===== src/rtl/sram_sync_pkg.sv =====
package sram_sync_pkg;

    localparam int DATA_W = 32;
    localparam int LANES  = DATA_W / 8;

    typedef enum logic [2:0] {
        ST_IDLE,
        ST_WR_DATA,
        ST_WR_CMD,
        ST_RD_CMD,
        ST_RD_WAIT,
        ST_RD_DONE
    } seq_state_t;

    // Active-high lane mask for a transfer; little-endian lane order.
    function automatic logic [LANES-1:0] lane_mask(input logic [2:0] size,
                                                   input logic [1:0] low_addr);
        logic [LANES-1:0] m;
        if (size == 3'd0) begin
            m = 4'b0001 << low_addr;
        end else if (size == 3'd1) begin
            m = low_addr[1] ? 4'b1100 : 4'b0011;
        end else begin
            m = 4'b1111;
        end
        return m;
    endfunction

endpackage


===== src/rtl/sram_addr_decode.sv =====
module sram_addr_decode
    import sram_sync_pkg::*;
#(
    parameter int WIN_AW    = 28,
    parameter int ADDR_MODE = 2,
    localparam int MA_W     = WIN_AW - 1
) (
    input  logic [WIN_AW-1:0] haddr,
    input  logic [2:0]        hsize,
    input  logic              remap,
    output logic              hit,
    output logic [MA_W-1:0]   dev_addr,
    output logic [LANES-1:0]  lanes
);

    logic [MA_W-1:0] offset;

    assign offset = haddr[MA_W-1:0];
    // SRAM occupies the upper half unless remap swaps the halves.
    assign hit    = haddr[WIN_AW-1] ^ remap;
    assign lanes  = lane_mask(hsize, haddr[1:0]);

    generate
        if (ADDR_MODE == 0) begin : g_byte_addr
            assign dev_addr = offset;
        end else if (ADDR_MODE == 1) begin : g_half_addr
            assign dev_addr = {1'b0, offset[MA_W-1:1]};
        end else begin : g_word_addr
            assign dev_addr = {2'b00, offset[MA_W-1:2]};
        end
    endgenerate

endmodule


===== src/rtl/sram_seq_fsm.sv =====
module sram_seq_fsm
    import sram_sync_pkg::*;
#(
    parameter int RD_LAT = 2
) (
    input  logic clk,
    input  logic rst_n,
    input  logic req_valid,
    input  logic req_write,
    output logic ready,
    output logic accept_rd,
    output logic accept_wr,
    output logic issue_wr,
    output logic capture,
    output logic rd_hold_next,
    output logic show_rdata
);

    seq_state_t state_q, state_d;
    logic       accept;

    always_ff @(posedge clk or negedge rst_n) begin
        if (!rst_n) begin
            state_q <= ST_IDLE;
        end else begin
            state_q <= state_d;
        end
    end

    always_comb begin
        ready        = 1'b0;
        accept       = 1'b0;
        state_d      = state_q;
        unique case (state_q)
            ST_IDLE, ST_WR_CMD, ST_RD_DONE: begin
                ready  = 1'b1;
                accept = req_valid;
                if (req_valid) begin
                    state_d = req_write ? ST_WR_DATA : ST_RD_CMD;
                end else begin
                    state_d = ST_IDLE;
                end
            end
            ST_WR_DATA: state_d = ST_WR_CMD;
            ST_RD_CMD:  state_d = (RD_LAT == 1) ? ST_RD_DONE : ST_RD_WAIT;
            ST_RD_WAIT: state_d = ST_RD_DONE;
            default:    state_d = ST_IDLE;
        endcase
        accept_rd    = accept && !req_write;
        accept_wr    = accept && req_write;
        issue_wr     = (state_q == ST_WR_DATA);
        capture      = ((state_q == ST_RD_CMD) && (RD_LAT == 1)) || (state_q == ST_RD_WAIT);
        rd_hold_next = (state_d == ST_RD_CMD) || (state_d == ST_RD_WAIT);
        show_rdata   = (state_q == ST_RD_DONE);
    end

endmodule


===== src/rtl/sram_pin_drive.sv =====
module sram_pin_drive
    import sram_sync_pkg::*;
#(
    parameter int MA_W = 27
) (
    input  logic              clk,
    input  logic              rst_n,
    input  logic              accept_rd,
    input  logic              accept_wr,
    input  logic              issue_wr,
    input  logic              rd_hold_next,
    input  logic [MA_W-1:0]   req_addr,
    input  logic [LANES-1:0]  req_lanes,
    input  logic [DATA_W-1:0] hwdata,
    output logic              cs_n,
    output logic              oe_n,
    output logic              we_n,
    output logic [LANES-1:0]  be_n,
    output logic [MA_W-1:0]   addr,
    output logic [DATA_W-1:0] wdata,
    output logic              data_oe
);

    logic [MA_W-1:0]  wr_addr_q;
    logic [LANES-1:0] wr_lanes_q;

    always_ff @(posedge clk or negedge rst_n) begin
        if (!rst_n) begin
            cs_n       <= 1'b1;
            oe_n       <= 1'b1;
            we_n       <= 1'b1;
            be_n       <= '1;
            addr       <= '0;
            wdata      <= '0;
            data_oe    <= 1'b0;
            wr_addr_q  <= '0;
            wr_lanes_q <= '0;
        end else begin
            if (accept_wr) begin
                wr_addr_q  <= req_addr;
                wr_lanes_q <= req_lanes;
            end
            if (accept_rd) begin
                cs_n    <= 1'b0;
                we_n    <= 1'b1;
                be_n    <= ~req_lanes;
                addr    <= req_addr;
                data_oe <= 1'b0;
            end else if (issue_wr) begin
                cs_n    <= 1'b0;
                we_n    <= 1'b0;
                be_n    <= ~wr_lanes_q;
                addr    <= wr_addr_q;
                wdata   <= hwdata;
                data_oe <= 1'b1;
            end else begin
                cs_n    <= 1'b1;
                we_n    <= 1'b1;
                be_n    <= '1;
                data_oe <= 1'b0;
            end
            oe_n <= !rd_hold_next;
        end
    end

endmodule


===== src/rtl/sram_rd_capture.sv =====
module sram_rd_capture
    import sram_sync_pkg::*;
(
    input  logic              clk,
    input  logic              rst_n,
    input  logic              capture,
    input  logic              show,
    input  logic [DATA_W-1:0] mem_rdata,
    output logic [DATA_W-1:0] hrdata
);

    logic [DATA_W-1:0] word_q;

    always_ff @(posedge clk or negedge rst_n) begin
        if (!rst_n) begin
            word_q <= '0;
        end else if (capture) begin
            word_q <= mem_rdata;
        end
    end

    assign hrdata = show ? word_q : '0;

endmodule


===== src/rtl/sram_sync_ahb.sv =====
module sram_sync_ahb
    import sram_sync_pkg::*;
#(
    parameter int WIN_AW    = 28,
    parameter bit FLOW_THRU = 1'b0,
    parameter int ADDR_MODE = 2,
    localparam int MA_W     = WIN_AW - 1
) (
    input  logic              clk,
    input  logic              rst_n,
    input  logic              hsel,
    input  logic              hwrite,
    input  logic              hready_in,
    input  logic [1:0]        htrans,
    input  logic [2:0]        hsize,
    input  logic [WIN_AW-1:0] haddr,
    input  logic [DATA_W-1:0] hwdata,
    input  logic              remap,
    output logic [DATA_W-1:0] hrdata,
    output logic              hready,
    output logic [1:0]        hresp,
    output logic              sram_clk,
    output logic              sram_cs_n,
    output logic              sram_oe_n,
    output logic              sram_we_n,
    output logic [LANES-1:0]  sram_be_n,
    output logic [MA_W-1:0]   mem_addr,
    output logic [DATA_W-1:0] mem_wdata,
    output logic              mem_data_oe,
    input  logic [DATA_W-1:0] mem_rdata
);

    localparam int RD_LAT = FLOW_THRU ? 1 : 2;

    logic             hit;
    logic [MA_W-1:0]  req_addr;
    logic [LANES-1:0] req_lanes;
    logic             req_valid;
    logic             accept_rd, accept_wr, issue_wr;
    logic             capture, rd_hold_next, show_rdata;

    assign sram_clk  = ~clk;
    assign hresp     = 2'b00;
    assign req_valid = hsel && hready_in && (htrans inside {2'b10, 2'b11}) && hit;

    sram_addr_decode #(
        .WIN_AW   (WIN_AW),
        .ADDR_MODE(ADDR_MODE)
    ) u_decode (
        .haddr   (haddr),
        .hsize   (hsize),
        .remap   (remap),
        .hit     (hit),
        .dev_addr(req_addr),
        .lanes   (req_lanes)
    );

    sram_seq_fsm #(
        .RD_LAT(RD_LAT)
    ) u_fsm (
        .clk         (clk),
        .rst_n       (rst_n),
        .req_valid   (req_valid),
        .req_write   (hwrite),
        .ready       (hready),
        .accept_rd   (accept_rd),
        .accept_wr   (accept_wr),
        .issue_wr    (issue_wr),
        .capture     (capture),
        .rd_hold_next(rd_hold_next),
        .show_rdata  (show_rdata)
    );

    sram_pin_drive #(
        .MA_W(MA_W)
    ) u_pins (
        .clk         (clk),
        .rst_n       (rst_n),
        .accept_rd   (accept_rd),
        .accept_wr   (accept_wr),
        .issue_wr    (issue_wr),
        .rd_hold_next(rd_hold_next),
        .req_addr    (req_addr),
        .req_lanes   (req_lanes),
        .hwdata      (hwdata),
        .cs_n        (sram_cs_n),
        .oe_n        (sram_oe_n),
        .we_n        (sram_we_n),
        .be_n        (sram_be_n),
        .addr        (mem_addr),
        .wdata       (mem_wdata),
        .data_oe     (mem_data_oe)
    );

    sram_rd_capture u_capture (
        .clk      (clk),
        .rst_n    (rst_n),
        .capture  (capture),
        .show     (show_rdata),
        .mem_rdata(mem_rdata),
        .hrdata   (hrdata)
    );

endmodule


===== config.mk =====
export PLATFORM = sky130hd
export DESIGN_NAME = sram_sync_ahb
export DESIGN_NICKNAME = d
export VERILOG_FILES = /design/src/rtl/sram_sync_pkg.sv /design/src/rtl/sram_addr_decode.sv /design/src/rtl/sram_seq_fsm.sv /design/src/rtl/sram_pin_drive.sv /design/src/rtl/sram_rd_capture.sv /design/src/rtl/sram_sync_ahb.sv
export SDC_FILE = /design/constraint.sdc
export NUM_CORES = 1
export LEC_CHECK = 0
export ABC_CLOCK_PERIOD_IN_PS = 3850
export BUFFER_PORTS_ARGS = -buffer_cell sky130_fd_sc_hd__buf_4
export CAP_MARGIN = 40
export CORE_MARGIN = 3
export CORE_UTILIZATION = 52
export CTS_CLUSTER_DIAMETER = 100
export DETAILED_ROUTE_END_ITERATION = 8
export PLACE_DENSITY = 0.84
export SLEW_MARGIN = 20
export SYNTH_ARGS = -nofsm -noshare
export SYNTH_HDL_FRONTEND = slang
export SYNTH_SLANG_ARGS = --single-unit

===== constraint.sdc =====
create_clock -name clk -period 3.85 [get_ports clk]
set_input_delay 0.77 -clock clk [delete_from_list [all_inputs] [get_ports clk]]
set_output_delay 0.77 -clock clk [all_outputs]
set_load 0.005 [all_outputs]

# Yosys cells after proc, flatten, opt, wreduce, memory -nomap -nowiden

Cells that the tools add are included.

Register bits after elaboration: 131
Output and inout bits: 103
Logic and storage cells: 59

Equality and inequality tests: 10
Shifts and indexed selects: 1
Multiplexer cells: 18
Bitwise operators: 5
Reductions and logical operators: 14

Operators by type and width:

| cell                  | count |
|---|---|
| $mux W27              | 2 |
| $mux W32              | 1 |
| $mux W4               | 5 |
| $pmux W3 S4           | 1 |
| $eq A3 B2 Y1 const B  | 3 |
| $eq A3 B3 Y1 const B  | 3 |
| $not A4 Y4            | 2 |
| $mux W1               | 7 |
| $eq A3 B1 Y1 const B  | 2 |
| $logic_not A3 Y1      | 2 |
| $logic_and A1 B1 Y1   | 5 |
| $eq A2 B2 Y1 const B  | 2 |
| $reduce_bool A2 Y1    | 2 |
| $shl A1 B2 Y4 const A | 1 |
| $mux W3               | 1 |
| $reduce_or A3 Y1      | 1 |
| $logic_not A1 Y1      | 2 |
| $mux W2               | 1 |
| $not A1 Y1            | 2 |
| $reduce_and A2 Y1     | 1 |
| $logic_or A1 B1 Y1    | 1 |
| $xor A1 B1 Y1         | 1 |

# Depth between registers and ports, before layout

Depth after elaboration: 9
Depth in mapped cells: 7

# Modules after synthesis

A second synthesis with hierarchy kept.

Cells, all modules: 440
Area, all modules: 6015.8 µm²

Modules (own cells, without submodules):

| module           | times used | cells an instance | area each (µm²) | seq. area each (µm²) |
|---|---|---|---|---|
| sram_pin_drive   | 1          | 270               | 3953.8          | 2461.1 |
| sram_rd_capture  | 1          | 103               | 1556.5          | 800.8 |
| sram_addr_decode | 1          | 37                | 279.0           | 0.0 |
| sram_seq_fsm     | 1          | 25                | 195.2           | 75.1 |
| sram_sync_ahb    | 1          | 5                 | 31.3            | 0.0 |

==> flow_metrics.env <==
export IMPL_grt_pass1_vias=4201
export IMPL_busiest_layer="met2"
export IMPL_gr_usage_met3=0.05178
export IMPL_peakVddDrop_mv=0.3956
export IMPL_drt_iter0_drc=197
export IMPL_synth_top_flop_cell="dfrtp_1"
export IMPL_gr_total_overflow=0
export IMPL_portBuffers=200
export IMPL_clockBufferDepth=2
export IMPL_setup_tns_ns=0
export IMPL_avgSynthCellArea_um2=11.55
export IMPL_rows=36
export IMPL_ios=206
export IMPL_root_buffer="clkbuf_8"
export IMPL_dp_hpwl_um=9273
export IMPL_reg2reg_to="u_pins.wr_lanes_q[1]$_DFFE_PN0P_"
export IMPL_antenna_found_initial=0
export IMPL_synth_cell_types=28
export IMPL_areaGrowthSynthToFinish_pct=42.52
export IMPL_report_final_slew_viol_count=0
export IMPL_vias=4116
export IMPL_via_per_inst=5.119
export IMPL_p_leak_nw=3.848
export IMPL_clkTransAtPathRegs_ns=0.06
export IMPL_die_area_um2=11460
export IMPL_gp_congestion=0.7418
export IMPL_final_layout_size_suffix_gt1_frac=0.4694
export IMPL_finalSetupViolCount=0
export IMPL_cts_tree="yes"
export IMPL_cp_end_kind="primary output"
export IMPL_use_met2=0.3999
export IMPL_grt_use_met1=0.2791
export IMPL_die_w_um=107.1
export IMPL_cts_hold_buffers=0
export IMPL_clk_insertion_delay_late_ns=0.50
export IMPL_synthTopCellsByArea="dfrtp_1 (57%), mux2_2 (11%), nand2_1 (9.0%)"
export IMPL_crit_required_ns=3.08
export IMPL_syn_area_um2=5311
export IMPL_numCtsBuffers=17
export IMPL_hold_viol_final=0
export IMPL_yosys_register_bits=129
export IMPL_final_cell_mix="buf_4 (203), nand2_1 (126), dfrtp_1 (122)"
export IMPL_layout_commonest_cell="buf_4"
export IMPL_synth_top_area_cell="dfrtp_1"
export IMPL_grt_pass1_wl_um=20610
export IMPL_drtPass1Iterations=4
export IMPL_cts_setup_buffers=0
export IMPL_hold_class="in2async"
export IMPL_cp_arrival_ns=2.50
export IMPL_synthArstFlopShare=1.000
export IMPL_ff2ff_setup_slack_ns=1.71
export IMPL_cap_violations=0
export IMPL_relSlewSlack=0.5772
export IMPL_drcViolationCount=0
export IMPL_ys_seq_area_frac=0.6094
export IMPL_reg2regPathDepth=5
export IMPL_worst_pin_slew_ns=0.6342
export IMPL_antenna_left=0
export IMPL_crit_type="clk2out"
export IMPL_place_ws_ns=1.034
export IMPL_nets=761
export IMPL_fin_ws_ns=0.5772
export IMPL_status="finished clean"
export IMPL_synth_cells=460
export IMPL_htreeDepth=4
export IMPL_diodes=0
export IMPL_endpoint="sram_clk"
export IMPL_cts_resized=0
export IMPL_drt_wl_total_um=13060
export IMPL_globalRouteTotalUtil=0.2295
export IMPL_fillers=650
export IMPL_fin_skew_ns=0.007182
export IMPL_core_um2=9864
export IMPL_r2r_start="u_fsm.state_q[0]$_DFF_PN0_"
export IMPL_rsz0062_at_grt="no"
export IMPL_routedWlPerCell_um=16.24
export IMPL_initial_core_util=0.5384
export IMPL_powerDensity_nw_per_um2=741.9
export IMPL_crit_path_start_kind="clock port"
export IMPL_cp_max_fo=16
export IMPL_yosysTopAreaCellShare=0.5748
export IMPL_critPathLaunch="clk"
export IMPL_synth_edf_count=0
export IMPL_grt_max_degree=62
export IMPL_yosysWarnings=0
export IMPL_die_y_um=107.1
[final cells by class]
| class | instances | area [µm²] | area share |
|---|---|---|---|
| Sequential cell | 129 | 3237 | 0.4276 |
| Multi-Input combinational cell | 298 | 1902 | 0.2512 |
| Timing Repair Buffer | 207 | 1627 | 0.2149 |
| Clock buffer | 25 | 564.3 | 0.07455 |
| Tap cell | 133 | 166.4 | 0.02198 |
| Clock inverter | 9 | 62.56 | 0.008264 |
| Inverter | 3 | 11.26 | 0.001488 |
[metrics by stage]
stage               std cells  utilization  power [mW]  hold slack [ns]  instance area, µm²
floorplan                 463            -       3.157           0.3994                5323
finish                    804       0.7674       5.616           0.1649                7570
global route              804       0.7674       5.961           0.1682                7570
CTS                       804       0.7674       5.665           0.1583                7570
detailed placement        772       0.7050       4.050           0.4193                6954
global placement          768       0.6958       3.913           0.4110                6864
[synthesized netlist by cell type (2+ instances only)]
| cell type | number |
|---|---|
| mux2_2 | 51 |
| o21ai_0 | 27 |
| a22oi_1 | 29 |
| buf_4 | 5 |
| dfstp_2 | 7 |
| and2_1 | 32 |
| nor2_1 | 7 |
| buf_2 | 7 |
| buf_6 | 2 |
| nand2b_1 | 2 |
| clkbuf_1 | 13 |
| mux2_4 | 10 |
| buf_1 | 4 |
| inv_1 | 3 |
| dfrtp_1 | 122 |
| nand2_1 | 127 |
[flip-flops by register name, summed over array words and instances (netlist names), 3 cells and up]
register,cells
u_capture.word_q,32
u_pins.wdata,32
u_pins.addr,25
u_pins.wr_addr_q,25
u_pins.be_n,4
u_pins.wr_lanes_q,4
u_fsm.state_q,3
[cell families (layout without fill, tap and decap cells)]
logic type	count (synthesis)	after routing	share of synthesized area
XOR/XNOR	1	1	0.001649
flip-flops	129	129	0.6094
AND/OR/NAND/NOR	174	174	0.1451
buffers and inverters	36	244	0.03651
multiplexers	61	61	0.1364
other	1	4	0.0007060
AO/OA/AOI/OAI	58	58	0.07020
[worst min path at each step]
stage                                     startpoint                           end  slack (ns)  cells after the start
floorplan           u_pins.wr_lanes_q[0]$_DFFE_PN0P_      u_pins.be_n[0]$_DFF_PN1_        0.40                      1
global placement    u_pins.wr_lanes_q[0]$_DFFE_PN0P_      u_pins.be_n[0]$_DFF_PN1_        0.41                      1
detailed placement  u_pins.wr_lanes_q[2]$_DFFE_PN0P_      u_pins.be_n[2]$_DFF_PN1_        0.42                      1
CTS                                            rst_n  u_pins.wdata[26]$_DFFE_PN0P_        0.16                      1
global route                                   rst_n  u_pins.wdata[26]$_DFFE_PN0P_        0.17                      1
finish                                         rst_n  u_pins.wdata[26]$_DFFE_PN0P_        0.16                      1
[critical path, stage by stage]
cell and delay [ns]:
clkbuf_8 0.22, clkbuf_16 0.21, inv_1 0.05, buf_4 0.10
[where the power goes]
part | switching [mW] | internal [mW] | total (mW)
sequential | 0.322 | 1.99 | 2.31
combinational | 0.732 | 0.958 | 1.69
clock | 0.596 | 1.02 | 1.62
[layer usage]
metal,vias to the layer above,part of all wire
met5,-,0
met4,0,0.022
met3,21,0.068
met2,155,0.52
met1,2020,0.39
li1,1920,-
(Power assumes the default switching activity.)
